$ cat src/rtl/pt_walker_pkg.sv
package pt_walker_pkg;

  typedef enum logic [1:0] {
    ACC_FETCH = 2'd0,
    ACC_LOAD  = 2'd1,
    ACC_STORE = 2'd2
  } acc_e;

  localparam logic [1:0] MODE_USER = 2'd0;
  localparam logic [1:0] MODE_SUP  = 2'd1;
  localparam logic [1:0] MODE_MACH = 2'd3;

  localparam int BIT_V = 0;
  localparam int BIT_R = 1;
  localparam int BIT_W = 2;
  localparam int BIT_X = 3;
  localparam int BIT_U = 4;
  localparam int BIT_A = 6;
  localparam int BIT_D = 7;
  localparam int PPN_LSB = 10;

  typedef enum logic [1:0] {
    ST_IDLE,
    ST_READ,
    ST_SWAP,
    ST_FIN
  } walk_st_e;

endpackage

$ cat src/rtl/pt_entry_addr.sv
module pt_entry_addr #(
  parameter int OFF_W  = 12,
  parameter int IDX_W  = 10,
  parameter int LEVELS = 2,
  parameter int PPN_W  = 22,
  parameter int PTE_W  = 32,
  localparam int VPN_W  = IDX_W * LEVELS,
  localparam int PA_W   = PPN_W + OFF_W,
  localparam int LVL_W  = (LEVELS > 1) ? $clog2(LEVELS) : 1,
  localparam int PTE_LG = $clog2(PTE_W / 8)
) (
  input  logic [PPN_W-1:0] base_ppn,
  input  logic [VPN_W-1:0] vpn,
  input  logic [LVL_W-1:0] level,
  output logic [PA_W-1:0]  entry_addr
);

  logic [IDX_W-1:0] idx;

  always_comb begin
    idx = vpn[int'(level) * IDX_W +: IDX_W];
    entry_addr = {base_ppn, {OFF_W{1'b0}}} + (PA_W'(idx) << PTE_LG);
  end

endmodule

$ cat src/rtl/pt_leaf_check.sv
module pt_leaf_check
  import pt_walker_pkg::*;
#(
  parameter int IDX_W  = 10,
  parameter int LEVELS = 2,
  parameter int PPN_W  = 22,
  parameter int PTE_W  = 32,
  localparam int VPN_W = IDX_W * LEVELS,
  localparam int LVL_W = (LEVELS > 1) ? $clog2(LEVELS) : 1
) (
  input  logic [PTE_W-1:0] pte,
  input  logic [LVL_W-1:0] level,
  input  acc_e             acc,
  input  logic [1:0]       mode,
  input  logic             exec_rd,
  input  logic             user_ok,
  input  logic [VPN_W-1:0] vpn,
  output logic             leaf_ok,
  output logic             need_upd,
  output logic [PTE_W-1:0] new_pte,
  output logic [PPN_W-1:0] out_ppn,
  output logic             pr,
  output logic             pw,
  output logic             px
);

  logic             r, w, x, u, d;
  logic [PPN_W-1:0] ppn, low_mask;
  logic             rsvd, user_bad, mis, acc_bad;

  always_comb begin
    r   = pte[BIT_R];
    w   = pte[BIT_W];
    x   = pte[BIT_X];
    u   = pte[BIT_U];
    d   = pte[BIT_D];
    ppn = pte[PPN_LSB +: PPN_W];
    low_mask = ~({PPN_W{1'b1}} << (int'(level) * IDX_W));

    rsvd = w && !r;
    if (u) user_bad = (mode != MODE_USER) && (!user_ok || acc == ACC_FETCH);
    else   user_bad = (mode != MODE_SUP);
    mis = (ppn & low_mask) != '0;

    unique case (acc)
      ACC_LOAD:  acc_bad = !(r || (x && exec_rd));
      ACC_STORE: acc_bad = !w;
      ACC_FETCH: acc_bad = !x;
      default:   acc_bad = 1'b1;
    endcase

    leaf_ok  = !(rsvd || user_bad || mis || acc_bad);
    new_pte  = pte;
    new_pte[BIT_A] = 1'b1;
    if (acc == ACC_STORE) new_pte[BIT_D] = 1'b1;
    need_upd = new_pte != pte;

    out_ppn = ppn | (PPN_W'(vpn) & low_mask);
    pr = r || (x && exec_rd);
    px = x;
    pw = w && (acc == ACC_STORE || d);
  end

endmodule

$ cat src/rtl/pt_walker.sv
module pt_walker
  import pt_walker_pkg::*;
#(
  parameter int VA_W   = 32,
  parameter int OFF_W  = 12,
  parameter int IDX_W  = 10,
  parameter int LEVELS = 2,
  parameter int PPN_W  = 22,
  parameter int PTE_W  = 32,
  localparam int VPN_W = IDX_W * LEVELS,
  localparam int PA_W  = PPN_W + OFF_W,
  localparam int LVL_W = (LEVELS > 1) ? $clog2(LEVELS) : 1
) (
  input  logic             clk,
  input  logic             rst,
  input  logic             req_valid,
  input  logic [VA_W-1:0]  req_vaddr,
  input  logic [1:0]       req_access,
  input  logic [1:0]       req_priv,
  input  logic             req_override_en,
  input  logic [1:0]       req_override_mode,
  input  logic [PPN_W-1:0] root_ppn,
  input  logic             xlate_on,
  input  logic             exec_readable,
  input  logic             user_page_ok,
  output logic             busy,
  output logic             done,
  output logic             fault,
  output logic [PPN_W-1:0] pa_ppn,
  output logic             perm_r,
  output logic             perm_w,
  output logic             perm_x,
  output logic             mem_rd_req,
  output logic [PA_W-1:0]  mem_rd_addr,
  input  logic             mem_rd_valid,
  input  logic [PTE_W-1:0] mem_rd_data,
  output logic             mem_cas_req,
  output logic [PA_W-1:0]  mem_cas_addr,
  output logic [PTE_W-1:0] mem_cas_cmp,
  output logic [PTE_W-1:0] mem_cas_new,
  input  logic             mem_cas_valid,
  input  logic             mem_cas_ok
);

  localparam logic [LVL_W-1:0] TOP_LVL = LVL_W'(LEVELS - 1);

  walk_st_e         st_q;
  logic [VPN_W-1:0] vpn_q;
  acc_e             acc_q;
  logic [1:0]       mode_q;
  logic             xrd_q, uok_q;
  logic [PPN_W-1:0] root_q, base_q;
  logic [LVL_W-1:0] lvl_q;
  logic [PTE_W-1:0] old_q, upd_q;

  logic             pend_fault, pend_r, pend_w, pend_x;
  logic [PPN_W-1:0] pend_ppn;

  logic [PA_W-1:0]  entry_addr;
  logic [1:0]       eff_mode;
  logic             pass_thru;

  logic             lf_ok, lf_upd, lf_r, lf_w, lf_x;
  logic [PTE_W-1:0] lf_new;
  logic [PPN_W-1:0] lf_ppn;

  always_comb begin
    if (req_priv == MODE_MACH && acc_e'(req_access) != ACC_FETCH && req_override_en)
      eff_mode = req_override_mode;
    else
      eff_mode = req_priv;
    pass_thru = (eff_mode == MODE_MACH) || !xlate_on;
  end

  pt_entry_addr #(
    .OFF_W(OFF_W), .IDX_W(IDX_W), .LEVELS(LEVELS), .PPN_W(PPN_W), .PTE_W(PTE_W)
  ) u_addr (
    .base_ppn  (base_q),
    .vpn       (vpn_q),
    .level     (lvl_q),
    .entry_addr(entry_addr)
  );

  pt_leaf_check #(
    .IDX_W(IDX_W), .LEVELS(LEVELS), .PPN_W(PPN_W), .PTE_W(PTE_W)
  ) u_leaf (
    .pte     (mem_rd_data),
    .level   (lvl_q),
    .acc     (acc_q),
    .mode    (mode_q),
    .exec_rd (xrd_q),
    .user_ok (uok_q),
    .vpn     (vpn_q),
    .leaf_ok (lf_ok),
    .need_upd(lf_upd),
    .new_pte (lf_new),
    .out_ppn (lf_ppn),
    .pr      (lf_r),
    .pw      (lf_w),
    .px      (lf_x)
  );

  assign mem_rd_req   = (st_q == ST_READ);
  assign mem_rd_addr  = entry_addr;
  assign mem_cas_req  = (st_q == ST_SWAP);
  assign mem_cas_addr = entry_addr;
  assign mem_cas_cmp  = old_q;
  assign mem_cas_new  = upd_q;

  always_ff @(posedge clk) begin
    if (rst) begin
      st_q       <= ST_IDLE;
      busy       <= 1'b0;
      done       <= 1'b0;
      fault      <= 1'b0;
      pa_ppn     <= '0;
      perm_r     <= 1'b0;
      perm_w     <= 1'b0;
      perm_x     <= 1'b0;
      vpn_q      <= '0;
      acc_q      <= ACC_FETCH;
      mode_q     <= MODE_USER;
      xrd_q      <= 1'b0;
      uok_q      <= 1'b0;
      root_q     <= '0;
      base_q     <= '0;
      lvl_q      <= '0;
      old_q      <= '0;
      upd_q      <= '0;
      pend_fault <= 1'b0;
      pend_ppn   <= '0;
      pend_r     <= 1'b0;
      pend_w     <= 1'b0;
      pend_x     <= 1'b0;
    end else begin
      done <= 1'b0;
      unique case (st_q)
        ST_IDLE: begin
          if (req_valid) begin
            busy   <= 1'b1;
            vpn_q  <= req_vaddr[OFF_W +: VPN_W];
            acc_q  <= acc_e'(req_access);
            mode_q <= eff_mode;
            xrd_q  <= exec_readable;
            uok_q  <= user_page_ok;
            root_q <= root_ppn;
            base_q <= root_ppn;
            lvl_q  <= TOP_LVL;
            if (pass_thru) begin
              pend_fault <= 1'b0;
              pend_ppn   <= PPN_W'(req_vaddr >> OFF_W);
              pend_r     <= 1'b1;
              pend_w     <= 1'b1;
              pend_x     <= 1'b1;
              st_q       <= ST_FIN;
            end else begin
              st_q <= ST_READ;
            end
          end
        end
        ST_READ: begin
          if (mem_rd_valid) begin
            if (!mem_rd_data[BIT_V]) begin
              pend_fault <= 1'b1;
              st_q       <= ST_FIN;
            end else if (!mem_rd_data[BIT_R] && !mem_rd_data[BIT_W] && !mem_rd_data[BIT_X]) begin
              if (lvl_q == '0) begin
                pend_fault <= 1'b1;
                st_q       <= ST_FIN;
              end else begin
                base_q <= mem_rd_data[PPN_LSB +: PPN_W];
                lvl_q  <= lvl_q - 1'b1;
              end
            end else if (!lf_ok) begin
              pend_fault <= 1'b1;
              st_q       <= ST_FIN;
            end else begin
              pend_fault <= 1'b0;
              pend_ppn   <= lf_ppn;
              pend_r     <= lf_r;
              pend_w     <= lf_w;
              pend_x     <= lf_x;
              old_q      <= mem_rd_data;
              upd_q      <= lf_new;
              st_q       <= lf_upd ? ST_SWAP : ST_FIN;
            end
          end
        end
        ST_SWAP: begin
          if (mem_cas_valid) begin
            if (mem_cas_ok) begin
              st_q <= ST_FIN;
            end else begin
              base_q <= root_q;
              lvl_q  <= TOP_LVL;
              st_q   <= ST_READ;
            end
          end
        end
        ST_FIN: begin
          busy  <= 1'b0;
          done  <= 1'b1;
          fault <= pend_fault;
          if (pend_fault) begin
            pa_ppn <= '0;
            perm_r <= 1'b0;
            perm_w <= 1'b0;
            perm_x <= 1'b0;
          end else begin
            pa_ppn <= pend_ppn;
            perm_r <= pend_r;
            perm_w <= pend_w;
            perm_x <= pend_x;
          end
          st_q <= ST_IDLE;
        end
        default: st_q <= ST_IDLE;
      endcase
    end
  end

endmodule

$ cat config.mk
export PLATFORM = sky130hd
export DESIGN_NAME = pt_walker
export DESIGN_NICKNAME = d
export VERILOG_FILES = /design/src/rtl/pt_walker_pkg.sv /design/src/rtl/pt_entry_addr.sv /design/src/rtl/pt_leaf_check.sv /design/src/rtl/pt_walker.sv
export SDC_FILE = /design/constraint.sdc
export NUM_CORES = 1
export LEC_CHECK = 0
export ABC_AREA = 1
export BUFFER_PORTS_ARGS = -buffer_cell sky130_fd_sc_hd__buf_2
export CORE_ASPECT_RATIO = 1.2
export CORE_MARGIN = 4
export CORE_UTILIZATION = 40
export DETAILED_ROUTE_END_ITERATION = 12
export GPL_TIMING_DRIVEN = 0
export PLACE_DENSITY = 0.68
export SYNTH_ARGS = -nofsm -noshare
export SYNTH_HDL_FRONTEND = slang
export SYNTH_SLANG_ARGS = --single-unit
export TNS_END_PERCENT = 20
$ cat constraint.sdc
create_clock -name clk -period 5.3 [get_ports clk]
set_input_delay 0.795 -clock clk [delete_from_list [all_inputs] [get_ports clk]]
set_output_delay 0.795 -clock clk [all_outputs]
set_load 0.02 [all_outputs]
-- Word-level counts from Yosys, hierarchy flattened
Index checks and enable logic that the tools add are counted.
- register bits: 191
- bits of input ports: 102
- logic and storage cells: 160
- output and inout bits: 162
- bitwise gates (word level): 6
- reductions and logical operators: 37
- shift-type cells: 2
- muxes and demuxes: 69
- add/sub/neg operators: 2
- multiply operators: 1
- equality and inequality tests: 20
- operators by type and width (kind ; count):
    $mux 22 ; 14
    $pmux 22 s3 ; 1
    $pmux 22 s2 ; 1
    $mux 1 ; 36
    $add 34x12->34 ; 1
    $shiftx 20x32->10 ; 1
    $shl 22x32->22 const A ; 1
    $and 20x22->22 ; 1
    $and 22x22->22 ; 1
    $not 22->22 ; 1
    $or 22x22->22 ; 1
    $reduce_bool 22->1 ; 1
    $mux 2 ; 9
    $reduce_and 7->1 ; 2
    $ne 2x1->1 const B ; 6
    $eq 2x2->1 const B ; 5
    $ne 2x2->1 const B ; 5
    $pmux 1 s2 ; 5
    $reduce_and 5->1 ; 2
    $logic_and 1x1->1 ; 8
    $pmux 2 s4 ; 1
    $reduce_and 8->1 ; 1
    $reduce_bool 2->1 ; 4
    $logic_or 1x1->1 ; 7
    12 further kinds ; 22

-- Longest topological paths before layout
Gate-level depths: netlist of the first run.
- word-level depth: 12
- depth in mapped cells: 12
- gate-level depth less buffers: 11

-- By module
From an unflattened synthesis of the first run, not the netlist that was laid out.
- cell total of the unflattened synthesis: 1238
- area, all modules: 8943.6 µm²
- modules (own cells, without submodules) (module ; area an instance (µm²) ; cells each ; sequential area each (µm²) ; times used):
    pt_walker ; 8027.7 ; 1076 ; 3823.7 ; 1
    pt_leaf_check ; 604.3 ; 105 ; 0.0 ; 1
    pt_entry_addr ; 311.5 ; 57 ; 0.0 ; 1

-- Least setup slack after synthesis of the first run
Ideal clock, no wire load.
- kind: register to output
- start: reg lvl_q
- end: out mem_rd_addr[10]
- data required time: 4.505 ns
- data arrival time: 1.396 ns
- cell stages (with the launch flop): 6
- slack: 3.109 ns
- path buffers: 3
- path through: dfxtp_1 -> clkbuf_1 -> buf_1 -> nand2_1 -> nand2_1 -> buf_4
- cells in the longest elaborated chain, start to end: 3
- ends and longest elaborated chain (element ; RTL line ; source):
    start: declaration ; pt_walker.sv:53 ; logic [LVL_W-1:0] lvl_q;
    start signal: assignment ; pt_walker.sv:172 ; lvl_q <= lvl_q - 1'b1;
    $mul 1x3->4 ; pt_entry_addr.sv:21 ; idx = vpn[int'(level) * IDX_W +: IDX_W];
    $shiftx 20x32->10 ; pt_entry_addr.sv:21 ;
    $add 34x12->34 ; pt_entry_addr.sv:22 ; entry_addr = {base_ppn, {OFF_W{1'b0}}} + (PA_W'(idx) << PTE_LG);
    end: declaration ; pt_walker.sv:34 ; output logic [PA_W-1:0] mem_rd_addr,
Every way passes these cells.

-- Worst setup path after layout of the first run
Ends and elaborated chain as after synthesis.

==> metrics.txt, run 1 <==
routed vias/inst 4.770; Boundary Pins 264; Tcrit/Tclk final 0.5984; crit path kind flop to output port; GPL Wtd Cong ~0.95; status finished, final reports clean; Fillers ~1900; share of cells above drive strength 1 0.3010; detailed-route wire length between 20 and 30 mm; Starting Density 0.4127; Via Count between 7000 and 8000; Routed Antenna Nets 0; most frequent cell after synthesis nand2_1; Pre-Repair DR Iteration Count 5; VDD IR max just over 0.0003 V; Die W approximately 130 µm; PortBufs between 200 and 250; Mean Syn Cell Area between 7 and 8 µm²; EDFF count, synth 0; HP Class flop to flop; post-synthesis sequential area ratio 0.4223; Fin Clk Skew a little over 8 ps; number of global-route vias before repair about 7400; initial antenna violation count 5; worst skew pair latency around 430 ps; wire per inst 15.76 µm; fin cells approximately 1600; CTS resizes 0; Setup TNS Final 0 ps; Startpoint Class flop; Post-synth top flop dfxtp_1; largest cells by area after synthesis dfxtp_1 (42%), nand2_1 (13%), a21oi_1 (7.3%), buf_4 (6.8%), o21ai_0 (5.1%); Max clock buf depth 2; Setup Buffers After CTS 0; Max Slew Vio Count 0; total track usage 0.2351; Die H 158.8 µm; FFs w/ async S/R, synth 0; CTS buffer count 17; first-pass GRT wire length approximately 40 mm; Hold Vio Cnt, Final 0; Std-Cell Rows 54; Min Clock Period, post-route approximately 3200 ps; cell area after layout just under 10000 µm²; CTS clock-pin slew for the worst setup and hold paths roughly 60 ps; Final setup violation count 0; placed wire-length estimate ~20 mm; DRC violations left 0; TritonCTS clock tree built; worst slew pin tran 669.1 ps; crit path DAT 2380 ps; DRT iter0 DRCs 507; #FFs+latches synth 160; Synth Instances about 1100; synth unique cells 33; mapped cell area 7585 µm²; Cells after DPL ~1600; core outline area ~18000 µm²; Slew HR 0.5539; Worst setup EP type output port; LEAKAGE roughly 4.8 nW; total power 5.100 mW; max-cap violation count 0; GR Overflow Total 0; Die ar. between 20000 and 25000 µm²; f_max roughly 0.32 GHz; post-synth top area share 0.4223; P per Cell Area around 520 nW/µm²; CTS root buf clkbuf_16; pin count of the biggest net entering global routing 17; RSZ-0062 raised after global routing no; CP Data Required Time 4510 ps; Layout Nets approximately 1400; biggest area consumer among synthesized cells dfxtp_1; post-place setup slack between 2000 and 3000 ps; Max FO, Critical Path 10; Post-CTS Hold Fix Bufs 0; Syn-to-layout area delta 28.23%; Yosys warning count 0; Synth top cells by count nand2_1 (263), dfxtp_1 (160), a21oi_1 (111); H-Tree Depth 4; placed cell areas a little over 9000 µm²; CTS Sinks between 150 and 200; Worst Slack Setup Final approximately 2100 ps
==> logic make-up after synthesis <==
family,Yosys count,synth area share
other cells,1,0.0004944
fa+ha+maj,4,0.006599
simple gates,398,0.2146
compound gates,260,0.1895
mux,8,0.01056
buf+inv,231,0.1559
flops,160,0.4223
==> metrics by stage <==
stage,utilization,hold WS [ps]
CTS,0.5288,450.2
global placement,0.4975,434.3
detailed placement,0.4975,440.3
global route,0.5292,471.9
floorplan,-,424.5
finish,0.5292,450.2
==> area by class of cell <==
cell class / count / area, µm² / area share
Buffer: 133 / 813.3 / 0.08362
Multi-Input combinational cell: 674 / 3211 / 0.3301
Sequential cell: 160 / 3203 / 0.3293
Inverter: 98 / 369.1 / 0.03795
Antenna cell: 3 / 7.507 / 0.0007719
Tap cell: 252 / 315.3 / 0.03242
Clock inverter: 13 / 136.4 / 0.01402
Clock buffer: 18 / 439.2 / 0.04516
Timing Repair Buffer: 246 / 1231 / 0.1266
==> state kept, by name, indices dropped and copies added (netlist names), 2 cells and up <==
| register | cells |
|---|---|
| acc_q | 2 |
| base_q | 22 |
| mem_cas_cmp | 32 |
| mode_q | 2 |
| pa_ppn | 22 |
| pend_ppn | 22 |
| root_q | 22 |
| st_q | 2 |
| vpn_q | 20 |
==> cell usage in the layout, fill, tap and decap left out, types with 2 or more instances in the layout <==
cell type	count
ha_1	4
a31oi_1	12
nand2_2	10
o21ai_0	77
a21boi_0	10
clkinv_2	6
nor3_1	2
inv_1	93
nand4_1	21
buf_2	254
bufinv_16	2
inv_2	3
or2_2	2
buf_4	69
buf_6	6
nand3_1	6
o21ai_1	24
buf_1	4
inv_6	2
dfxtp_1	160
a21oi_2	24
nor2_1	89
clkinv_4	3
nand2_1	263
mux2i_1	8
diode_2	3
clkbuf_16	17
conb_1	4
a21oi_1	111
clkbuf_1	46
==> worst paths after layout <==
kind | startpoint | end | cells past startpoint | slack, ps
worst max register to register | st_q[1] | pend_ppn[7] | 9 | 2990
worst max-delay path | lvl_q | mem_rd_addr[10] | 6 | 2130
worst min register to register | root_q[15] | root_q[15] | 2 | 450
worst min-delay path | root_q[15] | root_q[15] | 2 | 450
==> layer usage <==
metal / track usage / wire (µm) / up-vias
met5: 0 / 27 / -
met4: 0.1038 / 826 / 4
met3: 0.04905 / 1686 / 54
met2: 0.4041 / 12480 / 300
met1: 0.2814 / 10160 / 3395
li1: - / - / 3864
==> report_power, final <==
part	switching [mW]	internal, mW
logic	1.44	0.753
clock network	0.517	0.703
registers	0.183	1.51
total	2.14	2.96
==> critical path, cell delays in order, from the launching register on <==
cell	delay [ps]
dfxtp_1	480
clkbuf_1	440
buf_1	440
nand2_1	110
nand2_1	190
buf_4	130
buf_2	150
No activity file was read; power rests on OpenSTA's default activity.
==> run 2, diff against run 1 <==
--- a/config.mk
+++ b/config.mk
@@ -5,7 +5,7 @@
 export SDC_FILE = /design/constraint.sdc
 export NUM_CORES = 1
 export LEC_CHECK = 0
-export ABC_AREA = 1
+export ABC_AREA = 0
 export BUFFER_PORTS_ARGS = -buffer_cell sky130_fd_sc_hd__buf_2
 export CORE_ASPECT_RATIO = 1.2
 export CORE_MARGIN = 4
==> constraint.sdc (replaced) <==
create_clock -name clk -period 3.3 [get_ports clk]
set_input_delay 0.495 -clock clk [delete_from_list [all_inputs] [get_ports clk]]
set_output_delay 0.495 -clock clk [all_outputs]
set_load 0.02 [all_outputs]
==> run 2 against run 1 <==
  * Non-clock buffer count increased by 13
  * Worst setup slack got worse by 1600 ps
  * Final cell count down 9.1%
  * Via count decreased by 1.1%
  * Highest routed layer unchanged
==> metrics.txt, run 2 <==
CTS root buf clkbuf_16; switching share of power 0.4180; Largest register FFs 32; detailed-route wire length about 26 mm; Sequential Power Share 0.315; FFs w/ async S/R, synth 0; Die W ~130 µm; LEAKAGE around 4.2 nW; initial antenna violation count 6; number of global-route vias before repair 7142; Slew HR 0.4956; #FFs+latches synth 160; worst skew pair latency between 400 and 500 ps; crit path DAT 2230 ps; P_int ~4.9 mW; Final setup violation count 0; CTS clock-pin slew for the worst setup and hold paths roughly 60 ps; Startpoint Class flop; most frequent cell after synthesis a21oi_1; slowest stage cell on the critical path buf_1; fin cells around 1500; commonest non-fill, non-tap cell in the layout buf_2; Cells after DPL between 1000 and 1500; most frequent cells in the layout buf_2 (257), a21oi_1 (166), dfxtp_1 (160), nand2_1 (155), buf_4 (69); Starting Density 0.4096; CTS Sinks 160; slowest stage delay, CP approximately 540 ps; Max FO, Critical Path 10; max-cap violation count 0; P per Cell Area a little under 900 nW/µm²; total track usage 0.2408; Psw 3.525 mW; Mean Syn Cell Area about 8.2 µm²; biggest area consumer among synthesized cells dfxtp_1; Yosys warning count 0; crit path kind flop to output port; Max clock buf depth 2; Post-CTS Hold Fix Bufs 0; DRT iter0 DRCs around 590; Boundary Pins about 260; first-pass GRT wire length 39.21 mm; CTS resizes 0; Routed Antenna Nets 0; Die ar. around 21000 µm²; Min Clock Period, post-route around 2700 ps; share of cells above drive strength 1 0.3225; crit-path cells buf_1 > mux2_2 > buf_4 > buf_2; mapped cell area around 7500 µm²; combinational share of power 0.446; post-synthesis sequential area ratio 0.4271; Setup Buffers After CTS 0; Die H 158.0 µm; Layout Nets 1290; Hold Vio Cnt, Final 0; Synth top cells by count a21oi_1 (166), dfxtp_1 (160), nand2_1 (155); Tcrit/Tclk final 0.8251; status finished, final reports clean; pin count of the biggest net entering global routing 17; RSZ-0062 raised after global routing no; Synth Instances 915; GR Overflow Total 0; Post-synth top flop dfxtp_1; GPL Wtd Cong about 0.9; TritonCTS clock tree built; worst slew pin tran 751.5 ps; HP Class input port to flop; EDFF count, synth 0; Pre-Repair DR Iteration Count 5; Worst setup EP type output port; VDD IR max between 0.0005 and 0.0006 V; Via Count 7530; PortBufs ~250; Fin Clk Skew around 13 ps; post-synth top area share 0.4271; Max Slew Vio Count 0; largest cells by area after synthesis dfxtp_1 (43%), a21oi_1 (11%), nand2_1 (7.8%), buf_4 (6.9%), o21ai_1 (2.7%); wire per inst roughly 18 µm; clock group share of total power 0.240; routed vias/inst 5.186; placed wire-length estimate about 20 mm; synth unique cells 51; Setup TNS Final 0 ps; CP Data Required Time ~2800 ps; core outline area between 15000 and 20000 µm²; f_max 0.3673 GHz; Std-Cell Rows 54; DRC violations left 0; CTS buffer count 17; Syn-to-layout area delta 29.06%; H-Tree Depth 4
-- run 2: cell types whose count changed in the layout (fill, tap and decap cells not counted), sizes merged, moves of 26 or more --
cell and change:
nand2 -118, inv -87, nor2 -73, o21ai -59, a21oi +31, nand2b +29
nand3 +27, nand3b +26
-- run 2: cell families after synthesis --
logic type / count (synthesis) / share of synthesized area
mux: 24 / 0.03453
other cells: 1 / 0.0005000
fa+ha+maj: 4 / 0.006674
buf+inv: 156 / 0.1233
compound gates: 284 / 0.2231
simple gates: 285 / 0.1837
xor+xnor: 1 / 0.001168
flops: 160 / 0.4271
-- run 2: final cells by class --
class                      count  area (µm²)
multi-input combinational    602        3383
antenna                        3       7.507
fill                        1858        8631
buffer                       145       883.3
clock inverter                11       128.9
timing repair buffer         247        1236
sequential                   160        3203
inverter                      11       41.29
clock buffer                  21       480.5
tap                          252       315.3
-- run 2: power by group through the flow --
| stage | sequential [mW] | clock (mW) | combinational [mW] |
|---|---|---|---|
| floorplan | 2.80 | 0 | 2.44 |
| global placement | 2.68 | 0 | 3.70 |
| detailed placement | 2.69 | 0 | 3.73 |
| CTS | 2.65 | 2.03 | 3.74 |
| global route | 2.71 | 2.12 | 4.08 |
| finish | 2.65 | 2.02 | 3.76 |
-- run 2: worst max-delay path, delay by kind of cell, from the launching register on --
family | cells | cell delay [ps]
muxes | 1 | 490
DFF | 1 | 460
buffers and inverters | 3 | 840
-- run 2: path summary, 6_finish.rpt --
check / startpoint / to / slack (ps) / depth (start not counted)
max: lvl_q / mem_rd_addr[11] / 580 / 4
min: user_page_ok / uok_q / 300 / 3
max reg2reg: st_q[1] / pend_ppn[17] / 650 / 7
min reg2reg: pend_ppn[5] / pend_ppn[5] / 450 / 2
-- run 2: per-stage QoR --
stage | cell area [µm²] | setup slack, ps | power [mW] | hold WS [ps] | utilization
floorplan | 7511 | 1150 | 5.242 | 428.5 | -
global placement | 9062 | 696.7 | 6.374 | 438.2 | 0.4949
detailed placement | 9062 | 666.4 | 6.416 | 444.6 | 0.4949
CTS | 9672 | 609.5 | 8.420 | 295.2 | 0.5282
global route | 9677 | 535.6 | 8.907 | 300.5 | 0.5285
finish | 9679 | 577.3 | 8.432 | 302.5 | 0.5286
-- run 2: metal layers --
| metal | part of all wire | routed length, µm | track usage | vias to the layer above |
|---|---|---|---|---|
| met5 | 0.0016 | 42 | 0 | - |
| met4 | 0.036 | 961 | 0.1050 | 8 |
| met3 | 0.070 | 1853 | 0.05849 | 61 |
| met2 | 0.49 | 12880 | 0.4095 | 273 |
| met1 | 0.40 | 10660 | 0.2912 | 3539 |
| li1 | - | - | - | 3649 |
==> run 3, diff against run 2 <==
--- a/config.mk
+++ b/config.mk
@@ -12,7 +12,7 @@
 export CORE_UTILIZATION = 40
 export DETAILED_ROUTE_END_ITERATION = 12
 export GPL_TIMING_DRIVEN = 0
-export PLACE_DENSITY = 0.68
+export PLACE_DENSITY = 0.71
 export SYNTH_ARGS = -nofsm -noshare
 export SYNTH_HDL_FRONTEND = slang
 export SYNTH_SLANG_ARGS = --single-unit
==> constraint.sdc (replaced) <==
create_clock -name clk -period 2.35 [get_ports clk]
set_input_delay 0.3525 -clock clk [delete_from_list [all_inputs] [get_ports clk]]
set_output_delay 0.3525 -clock clk [all_outputs]
set_load 0.02 [all_outputs]
==> run 3 against run 2 <==
  * Wire length is 0.78% lower
  * First-iteration DRC count grew 9.4%
  * Combinational power grew 44%
  * Global-route usage increased by 0.079 points
  * Die area unchanged
  * Critical path depth stayed put
  * Flip-flop and latch count unchanged
  * Final cell count up 0.14%
  * The run now ends with setup timing left
  * Power increased by 39%
  * Clock-buffer cell count rose by 2
  * Hold slack got worse by 130 ps
==> metrics.txt, run 3 (synthesis results as in run 2) <==
pin count of the biggest net entering global routing 17; GR Overflow Total 0; f_max 0.4232 GHz; Final setup violation count 1; PortBufs 247; Routed Antenna Nets 0; DRC violations left 0; crit path kind flop to output port; Post-CTS Hold Fix Bufs 0; violated checks setup timing; wire per inst approximately 18 µm; RSZ-0062 raised after global routing yes; Worst Slack Setup Final -13.19 ps; Setup TNS Final -13.19 ps; worst hold slack around 170 ps; most frequent cells in the layout buf_2 (256), a21oi_1 (165), dfxtp_1 (159), nand2_1 (155), buf_4 (72); Layout Nets 1293; Max clock buf depth 2; first-pass GRT wire length 39.43 mm; core outline area 18310 µm²; TritonCTS clock tree built; Fin Clk Skew 9.474 ps; worst skew pair latency between 400 and 500 ps; fin cells ~1500; Sequential Power Share 0.319; DRT iter0 DRCs roughly 640; Largest register FFs 32; LEAKAGE about 4.2 nW; Std-Cell Rows 54; CTS Sinks between 150 and 200; CTS clock-pin slew for the worst setup and hold paths around 60 ps; CTS buffer count 17; Starting Density 0.4096; P per Cell Area between 1000 and 1500 nW/µm²; Tcrit/Tclk final 1.006; status complete, but fails checks; crit path DAT ~2000 ps; combinational share of power 0.463; commonest non-fill, non-tap cell in the layout buf_2; placed wire-length estimate between 20 and 25 mm; routed vias/inst between 5 and 6; Pre-Repair DR Iteration Count 6; Via Count 7619; Syn-to-layout area delta 28.86%; Hold Vio Cnt, Final 0; total track usage 0.2416; HP Class input port to flop; Max Slew Vio Count 0; Worst setup EP type output port; Min Clock Period, post-route between 2000 and 2500 ps; clock group share of total power 0.218; CP Data Required Time 2000 ps; P_int 6.797 mW; max-cap violation count 0; Worst Reg-to-Reg Cells 10; detailed-route wire length ~26 mm; Psw just under 5 mW; Slew HR 0.4672; switching share of power 0.4183; Startpoint Class flop; Cells after DPL about 1400; worst hold path depth 3; worst slew pin tran around 790 ps; VDD IR max ~0.00072 V; CTS root buf clkbuf_16; share of cells above drive strength 1 0.3297; Max FO, Critical Path 10; Die ar. around 21000 µm²; initial antenna violation count 6; Fillers ~1800; Die H between 150 and 200 µm; Die W 133.0 µm; Boundary Pins 264; number of global-route vias before repair around 7000; H-Tree Depth 4; GPL Wtd Cong ~0.96
-- run 3: changes by cell type in the layout (fill, tap and decap cells not counted), moves of 3 or more --
| cell | previous run | this run |
|---|---|---|
| buf_4 | 69 | 72 |
| clkinv_4 | 4 | 1 |
| clkbuf_2 | 0 | 7 |
| clkinv_2 | 2 | 5 |
| buf_1 | 11 | 6 |
| clkbuf_8 | 4 | 1 |
-- run 3: cell type report --
type	count	area (µm²)	share of cell area
antenna	4	10.01	0.001036
buffer	145	905.9	0.09373
clock buffer	23	457.9	0.04738
clock inverter	7	63.81	0.006603
inverter	11	41.29	0.004272
multi-input combinational	602	3407	0.3525
sequential	160	3204	0.3316
tap	252	315.3	0.03263
timing repair buffer	250	1259	0.1302
-- run 3: per-layer routing --
| metal | routed length (µm) | vias to the layer above | GRT usage |
|---|---|---|---|
| li1 | - | 3662 | - |
| met1 | 10420 | 3544 | 0.2937 |
| met2 | 12770 | 344 | 0.4025 |
| met3 | 2065 | 65 | 0.06484 |
| met4 | 920 | 4 | 0.1089 |
| met5 | 15 | - | 0 |
-- run 3: power by group through the flow --
stage | clock network (mW) | registers, mW | logic (mW)
finish | 2.55 | 3.73 | 5.41
floorplan | 0 | 3.93 | 3.43
global route | 2.68 | 3.80 | 5.89
global placement | 0 | 3.76 | 5.15
detailed placement | 0 | 3.77 | 5.21
CTS | 2.56 | 3.72 | 5.25
-- run 3: path summary, 6_finish.rpt --
kind | startpoint | endpoint | slack (ps)
worst max-delay path | lvl_q | mem_rd_addr[5] | -10
worst min-delay path | root_ppn[20] | root_q[20] | 170
worst max register to register | st_q[1] | pend_ppn[3] | 140
worst min register to register | pend_ppn[8] | pend_ppn[8] | 450
-- run 3: through the flow --
step	util	total power, mW	instance area [µm²]	worst slack (ps)
after floorplan	-	7.362	7511	200.4
after global placement	0.4949	8.907	9062	-155.2
after detailed placement	0.4949	8.982	9062	-174.3
after CTS	0.5240	11.53	9594	1.922
after global routing	0.5278	12.37	9664	-90.29
final	0.5278	11.68	9664	-13.19
-- run 3: repair_timing --
| action | 4_1_cts | 5_1_grt |
|---|---|---|
| hold endpoints to repair | 0 | 0 |
| setup buffers | 0 | 3 |
| pin swaps | 0 | 2 |
| endpoints found under the setup margin | 48 | 63 |
| gates resized for setup | 4 | 18 |
-- run 3: critical path, cell delays in order (launching register included) --
cell      delay, ps
dfxtp_1         460
clkbuf_1        410
mux2_2          430
buf_4           140
buf_2           150
